## src/rtl/irq_seq_pkg.sv

```systemverilog
package irq_seq_pkg;
  localparam int TYPE_W = 8;
  localparam int VEC_W  = 20;

  typedef enum logic [1:0] {
    SQ_IDLE  = 2'd0,
    SQ_ACK_A = 2'd1,
    SQ_ACK_B = 2'd2
  } seq_state_e;

  // Vector-table entries are four bytes apart: address = type * 4.
  function automatic logic [VEC_W-1:0] table_addr(input logic [TYPE_W-1:0] t);
    logic [VEC_W-1:0] a;
    a = '0;
    a[TYPE_W+1:2] = t;
    return a;
  endfunction
endpackage

```

## src/rtl/irq_nmi_catch.sv

```systemverilog
module irq_nmi_catch #(
  parameter int SYNC_STAGES = 2,
  parameter int MIN_HIGH    = 2
) (
  input  logic clk,
  input  logic rst_n,
  input  logic nmi_async,
  input  logic take,
  output logic pending,
  output logic edge_seen
);
  localparam int RUN_W = $clog2(MIN_HIGH + 1);

  logic [SYNC_STAGES-1:0] sync_q;
  logic                   level;
  logic [RUN_W-1:0]       run_q;

  generate
    if (SYNC_STAGES == 1) begin : g_one
      always_ff @(posedge clk) begin
        if (!rst_n) sync_q <= '0;
        else        sync_q <= nmi_async;
      end
    end else begin : g_chain
      always_ff @(posedge clk) begin
        if (!rst_n) sync_q <= '0;
        else        sync_q <= {sync_q[SYNC_STAGES-2:0], nmi_async};
      end
    end
  endgenerate

  assign level = sync_q[SYNC_STAGES-1];

  // Count how long the synchronised level has been high; qualify once per high period.
  assign edge_seen = level && (run_q == RUN_W'(MIN_HIGH - 1));

  always_ff @(posedge clk) begin
    if (!rst_n) begin
      run_q   <= '0;
      pending <= 1'b0;
    end else begin
      if (!level)                          run_q <= '0;
      else if (run_q != RUN_W'(MIN_HIGH))  run_q <= run_q + 1'b1;
      pending <= (pending && !take) || edge_seen;
    end
  end

  a_r12_one_edge_per_level: assert property (@(posedge clk) disable iff (!rst_n)
    edge_seen |=> !edge_seen);
  a_r2_edge_sets_pending: assert property (@(posedge clk) disable iff (!rst_n)
    edge_seen |=> pending);
  a_r3_pending_needs_edge: assert property (@(posedge clk) disable iff (!rst_n)
    $rose(pending) |-> $past(edge_seen));
endmodule

```

## src/rtl/irq_take_arb.sv

```systemverilog
module irq_take_arb (
  input  logic clk,
  input  logic rst_n,
  input  logic irq_level,
  input  logic boundary,
  input  logic busy,
  input  logic nmi_pending,
  input  logic ie_flag,
  output logic take_nmi,
  output logic take_irq
);
  logic irq_q;
  logic window;

  // Maskable level is sampled every clock; the boundary uses the previous sample.
  always_ff @(posedge clk) begin
    if (!rst_n) irq_q <= 1'b0;
    else        irq_q <= irq_level;
  end

  assign window   = boundary && !busy;
  assign take_nmi = window && nmi_pending;
  assign take_irq = window && !nmi_pending && irq_q && ie_flag;

  a_r5_prior_level: assert property (@(posedge clk) disable iff (!rst_n)
    take_irq |-> $past(irq_level));
endmodule

```

## src/rtl/irq_ack_ctrl.sv

```systemverilog
module irq_ack_ctrl
  import irq_seq_pkg::*;
#(
  parameter logic [TYPE_W-1:0] NMI_TYPE = 8'd2
) (
  input  logic              clk,
  input  logic              rst_n,
  input  logic              take_irq,
  input  logic              take_nmi,
  input  logic              ack_t2,
  input  logic              ack_end,
  input  logic [TYPE_W-1:0] ack_data,
  output logic              busy,
  output logic              ack_phase,
  output logic              lock,
  output logic              ie_clear,
  output logic              vec_valid,
  output logic [VEC_W-1:0]  vec_addr
);
  seq_state_e state;

  assign busy      = (state != SQ_IDLE);
  assign ack_phase = (state == SQ_ACK_B);

  always_ff @(posedge clk) begin
    if (!rst_n) begin
      state     <= SQ_IDLE;
      lock      <= 1'b0;
      ie_clear  <= 1'b0;
      vec_valid <= 1'b0;
      vec_addr  <= '0;
    end else begin
      ie_clear  <= take_irq || take_nmi;
      vec_valid <= 1'b0;
      case (state)
        SQ_IDLE: begin
          if (take_irq) begin
            state <= SQ_ACK_A;
          end else if (take_nmi) begin
            vec_valid <= 1'b1;
            vec_addr  <= table_addr(NMI_TYPE);
          end
        end
        SQ_ACK_A: begin
          if (ack_t2)  lock  <= 1'b1;
          if (ack_end) state <= SQ_ACK_B;
        end
        SQ_ACK_B: begin
          if (ack_t2) lock <= 1'b0;
          if (ack_end) begin
            state     <= SQ_IDLE;
            lock      <= 1'b0;
            vec_valid <= 1'b1;
            vec_addr  <= table_addr(ack_data);
          end
        end
        default: state <= SQ_IDLE;
      endcase
    end
  end

  a_r6_clear_single: assert property (@(posedge clk) disable iff (!rst_n)
    ie_clear |=> !ie_clear);
  a_r10_vec_single: assert property (@(posedge clk) disable iff (!rst_n)
    vec_valid |=> !vec_valid);
  a_r8_lock_inside_pair: assert property (@(posedge clk) disable iff (!rst_n)
    lock |-> busy);
  a_r8_lock_falls_second: assert property (@(posedge clk) disable iff (!rst_n)
    $fell(lock) |-> $past(ack_phase));
  a_r11_no_take_when_busy: assert property (@(posedge clk) disable iff (!rst_n)
    busy |-> !(take_irq || take_nmi));
  a_r2_nmi_vector: assert property (@(posedge clk) disable iff (!rst_n)
    $past(take_nmi) |-> (vec_valid && vec_addr == table_addr(NMI_TYPE)));
endmodule

```

## src/rtl/irq_ack_seq.sv

```systemverilog
module irq_ack_seq
  import irq_seq_pkg::*;
#(
  parameter int                SYNC_STAGES  = 2,
  parameter int                NMI_MIN_HIGH = 2,
  parameter logic [TYPE_W-1:0] NMI_TYPE     = 8'd2
) (
  input  logic              clk,
  input  logic              rst_n,
  input  logic              nmi_async,
  input  logic              irq_level,
  input  logic              boundary,
  input  logic              ie_flag,
  input  logic              ack_t2,
  input  logic              ack_end,
  input  logic [TYPE_W-1:0] ack_data,
  output logic              ie_clear,
  output logic              ack_active,
  output logic              ack_phase,
  output logic              lock,
  output logic              hold_inhibit,
  output logic              vec_valid,
  output logic [VEC_W-1:0]  vec_addr
);
  logic nmi_pending;
  logic nmi_edge;
  logic take_nmi;
  logic take_irq;
  logic busy;

  irq_nmi_catch #(.SYNC_STAGES(SYNC_STAGES), .MIN_HIGH(NMI_MIN_HIGH)) u_nmi (
    .clk       (clk),
    .rst_n     (rst_n),
    .nmi_async (nmi_async),
    .take      (take_nmi),
    .pending   (nmi_pending),
    .edge_seen (nmi_edge)
  );

  irq_take_arb u_arb (
    .clk         (clk),
    .rst_n       (rst_n),
    .irq_level   (irq_level),
    .boundary    (boundary),
    .busy        (busy),
    .nmi_pending (nmi_pending),
    .ie_flag     (ie_flag),
    .take_nmi    (take_nmi),
    .take_irq    (take_irq)
  );

  irq_ack_ctrl #(.NMI_TYPE(NMI_TYPE)) u_ctrl (
    .clk       (clk),
    .rst_n     (rst_n),
    .take_irq  (take_irq),
    .take_nmi  (take_nmi),
    .ack_t2    (ack_t2),
    .ack_end   (ack_end),
    .ack_data  (ack_data),
    .busy      (busy),
    .ack_phase (ack_phase),
    .lock      (lock),
    .ie_clear  (ie_clear),
    .vec_valid (vec_valid),
    .vec_addr  (vec_addr)
  );

  assign ack_active   = busy;
  assign hold_inhibit = busy;

  a_r5_enable_required: assert property (@(posedge clk) disable iff (!rst_n)
    $rose(hold_inhibit) |-> $past(ie_flag && boundary));
  a_r9_inhibit_covers_lock: assert property (@(posedge clk) disable iff (!rst_n)
    lock |-> hold_inhibit);
  a_r4_nmi_first: assert property (@(posedge clk) disable iff (!rst_n)
    (boundary && !busy && nmi_pending) |=> !hold_inhibit);
  a_r12_edge_from_catch: assert property (@(posedge clk) disable iff (!rst_n)
    nmi_edge |-> $past(nmi_async, 2));
endmodule

```

## config.mk

```make
export PLATFORM = sky130hd
export DESIGN_NAME = irq_ack_seq
export DESIGN_NICKNAME = d
export VERILOG_FILES = /design/src/rtl/irq_seq_pkg.sv /design/src/rtl/irq_nmi_catch.sv /design/src/rtl/irq_take_arb.sv /design/src/rtl/irq_ack_ctrl.sv /design/src/rtl/irq_ack_seq.sv
export SDC_FILE = /design/constraint.sdc
export NUM_CORES = 1
export LEC_CHECK = 0
export BUFFER_PORTS_ARGS = -buffer_cell sky130_fd_sc_hd__buf_2
export CAP_MARGIN = 0
export CORE_AREA = 3 3 61 63
export DETAILED_ROUTE_END_ITERATION = 10
export DIE_AREA = 0 0 64 66
export SYNTH_ARGS = -nofsm -noshare
export SYNTH_HDL_FRONTEND = slang
export SYNTH_SLANG_ARGS = --single-unit
```

## constraint.sdc

```tcl
create_clock -name clk -period 3.75 [get_ports clk]
set_input_delay 0.75 -clock clk [delete_from_list [all_inputs] [get_ports clk]]
set_output_delay 0.75 -clock clk [all_outputs]
set_load 0.005 [all_outputs]
```

After elaboration in Yosys (flattened, before gate mapping). Cells that the tools add are included.

Bits in registers: 31. Input bits: 16. Logic and storage cells: 57. Output and inout bits: 26.

Mux-type cells: 16. Add/sub/neg operators: 1. Equal/unequal tests: 11. Reduce and logical (&&, ||, !) cells: 20.

Operators with widths (count): $mux W20 (3); $pmux W20 S2 (1); $ne A2 B2 Y1 const B (5); $logic_and A1 B1 Y1 (7); $mux W1 (6); $mux W2 (3); $pmux W2 S3 (1); $reduce_and A3 Y1 (2); $reduce_bool A2 Y1 (3); $eq A2 B1 Y1 const B (2); $ne A2 B1 Y1 const B (2); $pmux W1 S2 (2); $reduce_and A4 Y1 (1); $logic_not A1 Y1 (3); $ne A3 B3 Y1 const B (1); $add A2 B1 Y2 const B (1); $eq A2 B2 Y1 const B (1); $logic_not A2 Y1 (1); $logic_or A1 B1 Y1 (2); $reduce_and A2 Y1 (1).

Depth between registers and ports, before layout. Gate-level depths: netlist (run 1).

Depth in word-level cells: 8. Gate-level depth with buffers: 5. Mapped depth without buffers: 5.

By module. Synthesis (run 1) repeated with hierarchy kept, for this count alone.

Cell total of the unflattened synthesis: 83. Area total of the unflattened synthesis: 824.5 sq um.

Modules (own cells, without submodules): irq_ack_ctrl (sequential area each 260.2 sq um, area an instance 564.3 sq um, times used 1, cells each 58); irq_nmi_catch (sequential area each 100.1 sq um, area an instance 203.9 sq um, times used 1, cells each 19); irq_take_arb (sequential area each 20.0 sq um, area an instance 48.8 sq um, times used 1, cells each 5); irq_ack_seq (sequential area each 0.0 sq um, area an instance 7.5 sq um, times used 1, cells each 1).

Worst setup path after synthesis (run 1). No wires, ideal clock.

Kind: input -> register. Start point: input boundary. End point: register u_ctrl.state[0]. Setup time: 0.065 ns. Data arrival time: 1.505 ns. Slack: 2.180 ns. Stages on the path: 3. Cell sequence: or3b_1 o32a_1 nor2_1.

Cells in the longest elaborated chain, start to end: 6.

Ends and longest elaborated chain: start: declaration (RTL line irq_ack_seq.sv:12) `input logic boundary,`; $logic_and A1 B1 Y1 (RTL line irq_take_arb.sv:21) `assign window = boundary && !busy;`; $logic_and A1 B1 Y1 (3 in series) (RTL line irq_take_arb.sv:23) `assign take_irq = window && !nmi_pending && irq_q && ie_flag;`; $ne A2 B1 Y1 (no source line); $reduce_and A3 Y1 (no source line); end signal: assignment (RTL line irq_ack_ctrl.sv:27) `state <= SQ_IDLE;`; end signal: assignment (RTL line irq_ack_ctrl.sv:38) `state <= SQ_ACK_A;`; end signal: assignment (RTL line irq_ack_ctrl.sv:46) `if (ack_end) state <= SQ_ACK_B;`; end: declaration (RTL line irq_ack_ctrl.sv:20) `seq_state_e state;`.

Every way passes these cells. A chain may end at the register's enable or synchronous reset.

Final worst setup path (run 1).
Start point: register u_ctrl.state[0]. End point: output ack_active.

Cells in the longest elaborated chain, start to end: 1.

Ends and longest elaborated chain: $reduce_bool A2 Y1 (RTL line irq_ack_ctrl.sv:22) `assign busy = (state != SQ_IDLE);`; end: declaration (RTL line irq_ack_seq.sv:18) `output logic ack_active,`.

Every way passes these cells.

==> metrics.md, run 1 <==
| Metric | Value |
|---|---|
| Outcome | complete, no violations |
| Residual DRC count | 0 |
| CTS Buf Count | 3 |
| Worst min path class | reg2reg |
| Max layer used | met4 |
| Clock latency on the worst-skew pair | 0.30 ns |
| Die Y | 66 um |
| Most common cell after layout, fill and taps aside | buf_2 |
| Unrepaired setup endpoints after global routing | no |
| Post-place setup slack | 1.92 ns |
| Worst Setup End Kind | primary output |
| Routed WL | between 1500 and 2000 um |
| Initial Utilization | 0.247 |
| HPWL Detailed | between 1000 and 1500 um |
| DR pass1 iterations | 4 |
| Initial antenna violation count | 0 |
| Worst IR drop on VDD | 0.000175 V |
| Syn Inst Count | just over 80 |
| Slew Viols, Final | 0 |
| Setup CP Type | reg2out |
| Root Driver | clkbuf_4 |
| Synth warnings | 0 |
| Layout filler cell count | roughly 360 |
| Vias in the first global route | between 600 and 700 |
| ANT nets after route | 0 |
| Setup crit start kind | flop |
| Max-slew headroom | 0.650 |
| Congestion Overflow GR | 0 |
| IO Pins | 42 |
| Critical Path RT | 3.00 ns |
| CTS clk-pin slew, worst paths | ~0.12 ns |
| Commonest non-fill, non-tap cells in the layout | 29 x buf_2, 19 x dfxtp_1, 12 x conb_1, 9 x nor2_1, 7 x a22o_1 |
| CTS tree | built |
| # H-tree levels | 1 |
| WHS Path Cells | 2 |
| Finished Layout Cells | 160 |
| CTS Hold Bufs | 0 |
| Area of the multi-input gates | 357 sq um |
| Worst setup slack after layout | 1.82 ns |
| Setup TNS | 0 ns |
| R2r worst-path depth | 3 |
| Layout Nets | about 130 |
| Synthesized cell area | 812 sq um |
| Core footprint | 3280 sq um |
| Max_cap viols | 0 |
| DR WL/cell | 10.5 um |
| First-pass GRT wire length | ~2800 um |
| Hold WS | about 0.45 ns |
| Die Wd | approximately 64 um |
| CTS Sinks | 19 |
| Worst-path fanout max | 9 |
| Final Hold Viols | 0 |
| Sequential share of the synthesized area | 0.468 |
| Die footprint | approximately 4200 sq um |
| Met3 WL post-DR | 163 um |
| Post-CTS Resized | 0 |
| DR iter-0 viols | 16 |
| Final Setup Violations | 0 |
| Port bufs | 29 |
| Clk buf depth | 2 |
| WL met1 | ~670 um |
| # rows | 21 |
| Vias per std cell | 4.04 |
| Vias | between 600 and 700 |
| Fin Clk Skew | 0.00563 ns |
| All-Layer GR Usage | 0.0851 |
| Tmin final | 1.93 ns |
| Seq. cell area | between 300 and 400 sq um |
| Placed Cells | 156 |
| Synth cell types | 24 |
| Pwr dens | 347 nW/um^2 |
| Largest net degree at the start of global routing | 13 |
| Pleak | 0.000473 uW |
| Met2 Routed Length | about 830 um |
| Syn avg cell area | between 9 and 10 sq um |
| Area delta synth->final | 21.7% |
| Period utilization | 0.515 |
| Gpl congestion | between 0.8 and 0.9 |
| Crit path DAT | 1.18 ns |
| Setup repair bufs after CTS | 0 |
| Layout cells sized above 1 | 0.316 |
| Worst Tran Pin Value | 0.522 ns |
| Diode count | 0 |
| Yosys reg bits | 19 |
| Fmax | 518 MHz |
## critical path, stage by stage, from the launching register on
cell	delay, ns
dfxtp_1	0.40
nor2_1	0.27
inv_1	0.08
buf_2	0.13
## cell families after synthesis
family                   count (synthesis)  synth area share
AND/OR/NAND/NOR                         23             0.156
AO/OA/AOI/OAI                           19             0.186
flip-flops                              19             0.468
buffers and inverters                   18             0.143
adder cells (fa/ha/maj)                  2            0.0308
XOR/XNOR                                 1            0.0108
other                                    1           0.00462
## metrics by stage
step	total power [uW]	util	instance area [sq um]
2_1_floorplan	234	-	853
3_3_place_gp	238	0.292	958
3_5_place_dp	239	0.292	958
4_1_cts	350	0.301	988
5_1_grt	362	0.301	988
6_report	343	0.301	988
## sequential cells by signal (all words and copies together) (netlist names)
signal	flops
u_arb.irq_q	1
u_ctrl.ie_clear	1
u_ctrl.lock	1
u_ctrl.state	2
u_ctrl.vec_addr	8
u_ctrl.vec_valid	1
u_nmi.pending	1
u_nmi.run_q	2
u_nmi.sync_q	2
## metal layers
metal / up-vias / GRT usage
met2: 34 / 0.147
met5: - / 0
li1: 321 / -
met3: 2 / 0.0323
met1: 289 / 0.0981
met4: 0 / 0.0216
## synth_stat cells
cell      number  share of area
or2_2          1         0.0077
nand2b_1       1         0.0077
nor3_1         1         0.0062
xor2_1         1          0.011
or2b_1         1         0.0092
conb_1         1         0.0046
and3b_1        1          0.011
nand2_1        2         0.0092
nand3b_1       2          0.018
and2b_2        1          0.011
and2_1         3          0.023
or3b_1         1          0.011
a21oi_1        6          0.037
o32a_1         1          0.012
a22o_1         7          0.076
ha_1           2          0.031
nor2_1         9          0.042
a311oi_4       1          0.032
a31oi_1        1         0.0077
inv_1          5          0.023
dfxtp_1       19           0.47
buf_4         13           0.12
o21ai_0        2          0.012
a22oi_1        1         0.0092
## final cells by class
class | instances | area share
clock buffers | 3 | 0.0228
clock inverters | 1 | 0.00759
inverters | 5 | 0.0190
multi-input cells | 57 | 0.361
flip-flops and latches | 19 | 0.385
well taps | 46 | 0.0582
repair buffers | 29 | 0.147
## power breakdown
group          switching, uW  internal [uW]  total (uW)
combinational           14.8           12.3        27.1
clock                   67.7           40.6         108
sequential              2.18            205         207
## final timing paths
path                              startpoint                              end  slack, ns
max             u_ctrl.state[0]$_SDFFE_PN0P_                       ack_active       1.82
min          u_ctrl.vec_addr[3]$_SDFFE_PN0P_  u_ctrl.vec_addr[3]$_SDFFE_PN0P_       0.45
max reg2reg     u_ctrl.state[0]$_SDFFE_PN0P_  u_ctrl.vec_addr[9]$_SDFFE_PN0P_       2.30
min reg2reg  u_ctrl.vec_addr[3]$_SDFFE_PN0P_  u_ctrl.vec_addr[3]$_SDFFE_PN0P_       0.45
Note: power is estimated with default switching activity, not from simulation.
==> run 2: changes to the inputs <==
Clock period 3.75 ns to 1.7 ns, I/O delays scaled along.
==> run 2 against run 1 <==
Compared with the run above: final cell count did not move; sequential cell count did not move; hold slack got worse by 0.22 ns; final area did not move; largest cell class unchanged.
==> metrics.md, run 2 (same netlist as run 1, synthesis figures left out) <==
| Metric | Value |
|---|---|
| Period utilization | 0.901 |
| R2R Path Start | u_ctrl.state[0]$_SDFFE_PN0P_ |
| # H-tree levels | 1 (unchanged) |
| CTS Buf Count | 3 (unchanged) |
| Worst Setup End Kind | primary output |
| Die Wd | 64 um (unchanged) |
| WHS Endpoint | u_nmi.sync_q[0]$_SDFF_PN0_ |
| Vias per std cell | 4.04 (unchanged) |
| Initial antenna violation count | 0 (unchanged) |
| Congestion Overflow GR | 0 (unchanged) |
| Largest net degree at the start of global routing | 13 (unchanged) |
| Vias | 646 (unchanged) |
| IO Pins | 42 (unchanged) |
| Hold Startpoint | nmi_async |
| Setup crit start kind | flop |
| Layout cells sized above 1 | 0.316 (unchanged) |
| Clock latency on the worst-skew pair | 0.31 ns (about the same) |
| Slew Viols, Final | 0 (unchanged) |
| Die footprint | 4220 sq um (unchanged) |
| Layout Nets | 133 (unchanged) |
| Dpl cell area | 958 sq um (unchanged) |
| Root Driver | clkbuf_4 |
| Post-CTS Resized | 0 (unchanged) |
| Max_cap viols | 0 (unchanged) |
| Tmin final | 1.53 ns |
| Worst Tran Pin Value | 0.505 ns (-0.0173 ns) |
| Largest reg by FF count | u_ctrl.vec_addr |
| CP Cell Sequence | nor2_1 -> inv_1 -> buf_2 |
| DR pass1 iterations | 2 (-2) |
| DR WL/cell | 10.4 um (-0.90%) |
| Capturing point of the worst reg2reg path | u_ctrl.vec_addr[9]$_SDFFE_PN0P_ |
| Die Y | 66 um (unchanged) |
| Setup repair bufs after CTS | 0 (unchanged) |
| Pleak | 0.000473 uW (unchanged) |
| Initial Utilization | 0.247 (unchanged) |
| Outcome | complete, no violations |
| CP max stage cell | dfxtp_1 |
| ANT nets after route | 0 (unchanged) |
| Most common cell after layout, fill and taps aside | buf_2 |
| Area delta synth->final | 21.7% (unchanged) |
| Routed WL | 1660 um (-0.90%) |
| DR iter-0 viols | 10 (-6) |
| # rows | 21 (unchanged) |
| CTS Sinks | 19 (unchanged) |
| Setup CP Type | reg2out |
| Port bufs | 29 (unchanged) |
| Final Setup Violations | 0 (unchanged) |
| Final instance area | 988 sq um (unchanged) |
| Critical Path RT | 1.36 ns (-1.64 ns) |
| Commonest non-fill, non-tap cells in the layout | 29 x buf_2, 19 x dfxtp_1, 12 x conb_1, 9 x nor2_1, 7 x a22o_1 |
| First-pass GRT wire length | 2570 um (-9.7%) |
| Vias in the first global route | 617 (-3.0%) |
| CTS tree | built |
| Worst-path fanout max | 8 (-1) |
| Setup TNS | 0 ns (unchanged) |
| Max-slew headroom | 0.662 (+0.0116) |
| Crit path DAT | 1.19 ns (about the same) |
| Final Hold Viols | 0 (unchanged) |
| Core footprint | 3280 sq um (unchanged) |
| Clk buf depth | 2 (unchanged) |
| Reg-to-reg setup timing slack | 0.29 ns (-2.01 ns) |
| Fin Clk Skew | 0.0143 ns (+0.00867 ns) |
| Fmax | 653 MHz |
| CTS Hold Bufs | 0 (unchanged) |
| Diode count | 0 (unchanged) |
| Worst min path class | in2reg |
| Largest register FFs | 8 (unchanged) |
| CTS clk-pin slew, worst paths | 0.12 ns (about the same) |
| Pwr dens | 762 nW/um^2 (+120%) |
| R2r worst-path depth | 3 (unchanged) |
| WHS Path Cells | 2 (unchanged) |
| Gpl congestion | 0.849 (-0.20%) |
| Residual DRC count | 0 (unchanged) |
| Unrepaired setup endpoints after global routing | no |
| All-Layer GR Usage | 0.0789 (-0.00621) |
| HPWL Detailed | 1310 um (+0.25%) |
| Largest stage delay, worst path | 0.39 ns (about the same) |
| Worst IR drop on VDD | 0.000480 V (+170%) |
## run 2: cell counts in the layout (fill, tap and decap cells not counted)
Identical to the previous run, type by type.
## run 2: how the worst max path moves through the flow
stage                                 start                         endpoint  slack [ns]
2_1_floorplan  u_ctrl.state[0]$_SDFFE_PN0P_  u_ctrl.vec_addr[2]$_SDFFE_PN0P_        0.50
3_3_place_gp                        ack_end  u_ctrl.vec_addr[8]$_SDFFE_PN0P_        0.31
3_5_place_dp                        ack_end  u_ctrl.vec_addr[4]$_SDFFE_PN0P_        0.30
4_1_cts        u_ctrl.state[1]$_SDFFE_PN0P_                     hold_inhibit        0.16
5_1_grt        u_ctrl.state[1]$_SDFFE_PN0P_                     hold_inhibit         0.1
6_report       u_ctrl.state[1]$_SDFFE_PN0P_                     hold_inhibit        0.17
## run 2: critical path: cells and delay by family, from the launching register on
family / cells / cell delay (ns)
DFF: 1 / 0.39
and+or+nand+nor: 1 / 0.28
buffers and inverters: 2 / 0.21
## run 2: final cells by class
cell class,instances,area [sq um]
well taps,46,57.6
repair buffers,29,145
clock inverters,1,7.51
fillers,356,2300
flip-flops and latches,19,380
clock buffers,3,22.5
inverters,5,18.8
multi-input cells,57,357
## run 2: layer usage
layer	vias up	part of all wire	global-route usage
li1	323	-	-
met1	292	0.43	0.0855
met2	29	0.49	0.139
met3	2	0.075	0.0323
met4	0	0.0060	0.0243
met5	-	0	0
## run 2: per-stage QoR
step / util / power, uW / worst slack [ns] / hold slack [ns] / std cells
6_report: 0.301 / 753 / 0.168 / 0.226 / 160
5_1_grt: 0.301 / 785 / 0.0959 / 0.227 / 160
4_1_cts: 0.301 / 764 / 0.156 / 0.222 / 160
3_5_place_dp: 0.292 / 527 / 0.302 / 0.422 / 156
3_3_place_gp: 0.292 / 525 / 0.310 / 0.416 / 156
2_1_floorplan: - / 517 / 0.504 / 0.412 / 94
## run 2: where the power goes
| group | internal (uW) | switching, uW |
|---|---|---|
| clock | 89.7 | 147 |
| combinational | 27.1 | 31.9 |
| sequential | 452 | 4.96 |
==> run 3: changes to the inputs <==
Settings changed: CORE_AREA 3 3 61 63 to 3 3 65 61, DIE_AREA 0 0 64 66 to 0 0 68 64.
==> run 3 against run 2 <==
Compared with the run above: largest cell class unchanged; critical path depth is the same; sequential cell count did not move; combinational power is 2% higher; final cell count decreased by 1.3%; critical endpoint unchanged; power rose by 9.3%; non-clock buffer count did not move; clock power increased by 29%; die area up 3.0%; clock-buffer cell count is the same; final area rose by 1.4%.
==> metrics.md, run 3 (same netlist as run 1, synthesis figures left out) <==
| Metric | Value |
|---|---|
| R2r worst-path depth | 3 (unchanged) |
| Setup TNS | 0 ns (unchanged) |
| WHS Endpoint | u_arb.irq_q$_SDFF_PN0_ |
| Largest register FFs | 8 (unchanged) |
| Worst Setup End Kind | primary output |
| Fin Clk Skew | 0.00670 ns (-0.00760 ns) |
| ANT nets after route | 0 (unchanged) |
| All-Layer GR Usage | 0.0763 (-0.00260) |
| Capturing point of the worst reg2reg path | u_ctrl.vec_addr[4]$_SDFFE_PN0P_ |
| Worst IR drop on VDD | 0.000270 V (-44%) |
| Critical Path RT | 1.36 ns (about the same) |
| Max_cap viols | 0 (unchanged) |
| CTS clk-pin slew, worst paths | 0.07 ns (-0.05 ns) |
| Initial Utilization | 0.242 (-0.00507) |
| Slew Viols, Final | 0 (unchanged) |
| Routed WL | 1690 um (+1.7%) |
| Pleak | 0.000484 uW (+2.4%) |
| Pwr dens | 821 nW/um^2 (+7.8%) |
| DR iter-0 viols | 9 (-1) |
| Initial antenna violation count | 0 (unchanged) |
| Root Driver | clkbuf_8 |
| Residual DRC count | 0 (unchanged) |
| Most common cell after layout, fill and taps aside | buf_2 |
| CTS tree | built |
| Die footprint | 4350 sq um (+3.0%) |
| # H-tree levels | 1 (unchanged) |
| Final Hold Viols | 0 (unchanged) |
| Setup repair bufs after CTS | 0 (unchanged) |
| DR pass1 iterations | 4 (+2) |
| DR WL/cell | 10.7 um (+3.0%) |
| Vias | 635 (-1.7%) |
| Crit path DAT | 1.18 ns (about the same) |
| HPWL Detailed | 1370 um (+5.0%) |
| Setup CP Type | reg2out |
| CTS Sinks | 19 (unchanged) |
| Final Setup Violations | 0 (unchanged) |
| Die Wd | 68 um (+6.3%) |
| First-pass GRT wire length | 2500 um (-2.4%) |
| Post-CTS Resized | 0 (unchanged) |
| Largest net degree at the start of global routing | 12 (-1) |
| Worst min path class | in2reg |
| Critical Path Source | u_ctrl.state[1]$_SDFFE_PN0P_ |
| Outcome | complete, no violations |
| Vias per std cell | 4.02 (-0.46%) |
| Largest reg by FF count | u_ctrl.vec_addr |
| CTS Buf Count | 3 (unchanged) |
| Total Power | 823 uW (+9.3%) |
| Clock latency on the worst-skew pair | 0.25 ns (-0.06 ns) |
| Tmin final | 1.52 ns (-0.0142 ns) |
| IO Pins | 42 (unchanged) |
| Congestion Overflow GR | 0 (unchanged) |
| CTS Hold Bufs | 0 (unchanged) |
| Diode count | 0 (unchanged) |
| R2R Path Start | u_ctrl.state[0]$_SDFFE_PN0P_ |
| Worst-path fanout max | 8 (unchanged) |
| Layout cells sized above 1 | 0.316 (unchanged) |
| Area delta synth->final | 23.4% |
| Reg-to-reg setup timing slack | 0.31 ns (+0.02 ns) |
| Commonest non-fill, non-tap cells in the layout | 29 x buf_2, 19 x dfxtp_1, 12 x conb_1, 9 x nor2_1, 7 x a22o_1 |
| Gpl congestion | 0.716 (-16%) |
| Clk buf depth | 2 (unchanged) |
| WHS Path Cells | 2 (unchanged) |
| Period utilization | 0.893 (-0.00833) |
| Unrepaired setup endpoints after global routing | no |
| Hold Startpoint | irq_level |
| # rows | 20 (-4.8%) |
| Fmax | 659 MHz (+0.93%) |
| Vias in the first global route | 563 (-8.8%) |
| Layout Nets | 133 (unchanged) |
| Setup crit start kind | flop |
| Die Y | 64 um (-3.0%) |
| Core footprint | 3350 sq um (+2.1%) |
| Port bufs | 29 (unchanged) |
==> run 3: cell count changes in the layout (fill, tap and decap cells not counted), sizes merged <==
cell,previous run,this run
clkinvlp,1,0
clkinv,0,1
==> run 3: power by group <==
part	total, uW	switching (uW)	internal, uW	leakage [uW]
Sequential	457	4.97	452	0.000154
Combinational	60.0	32.9	27.1	0.000305
Clock	306	143	163	0.0000255
==> run 3: how the worst max path moves through the flow <==
stage | endpoint | slack, ns | cells past startpoint
floorplan | u_ctrl.vec_addr[2]$_SDFFE_PN0P_ | 0.50 | 3
global placement | u_ctrl.vec_addr[7]$_SDFFE_PN0P_ | 0.32 | 4
detailed placement | u_ctrl.vec_addr[9]$_SDFFE_PN0P_ | 0.29 | 3
CTS | hold_inhibit | 0.16 | 3
global route | hold_inhibit | 0.09 | 3
finish | hold_inhibit | 0.18 | 3
==> run 3: final cells by class <==
cell class | count | area [sq um]
Clock inverter | 1 | 5.00
Tap cell | 44 | 55.1
Timing Repair Buffer | 29 | 145
Sequential cell | 19 | 380
Clock buffer | 3 | 41.3
Fill cell | 366 | 2350
Multi-Input combinational cell | 57 | 357
Inverter | 5 | 18.8
==> run 3: per-layer routing <==
metal  vias up  share of wire  global-route usage
met4         0              0             0.00744
met3         0          0.089              0.0334
li1        318              -                   -
met2        25           0.49               0.125
met5         -              0                   0
met1       292           0.42              0.0945
==> run 3: critical path, cell delays in order, from the launching register on <==
cell	delay [ns]
dfxtp_1	0.37
nor2_1	0.28
inv_1	0.12
buf_2	0.15
==> run 3: stage by stage <==
stage                     instance area, sq um  utilization  hold slack, ns  setup slack (ns)  std cells
after floorplan                            853            -           0.412             0.504         94
after global placement                     956        0.285           0.415             0.321        154
after detailed placement                   956        0.285           0.419             0.289        154
after CTS                                 1000        0.299           0.289             0.156        158
after global routing                      1000        0.299           0.283            0.0879        158
final                                     1000        0.299           0.294             0.182        158
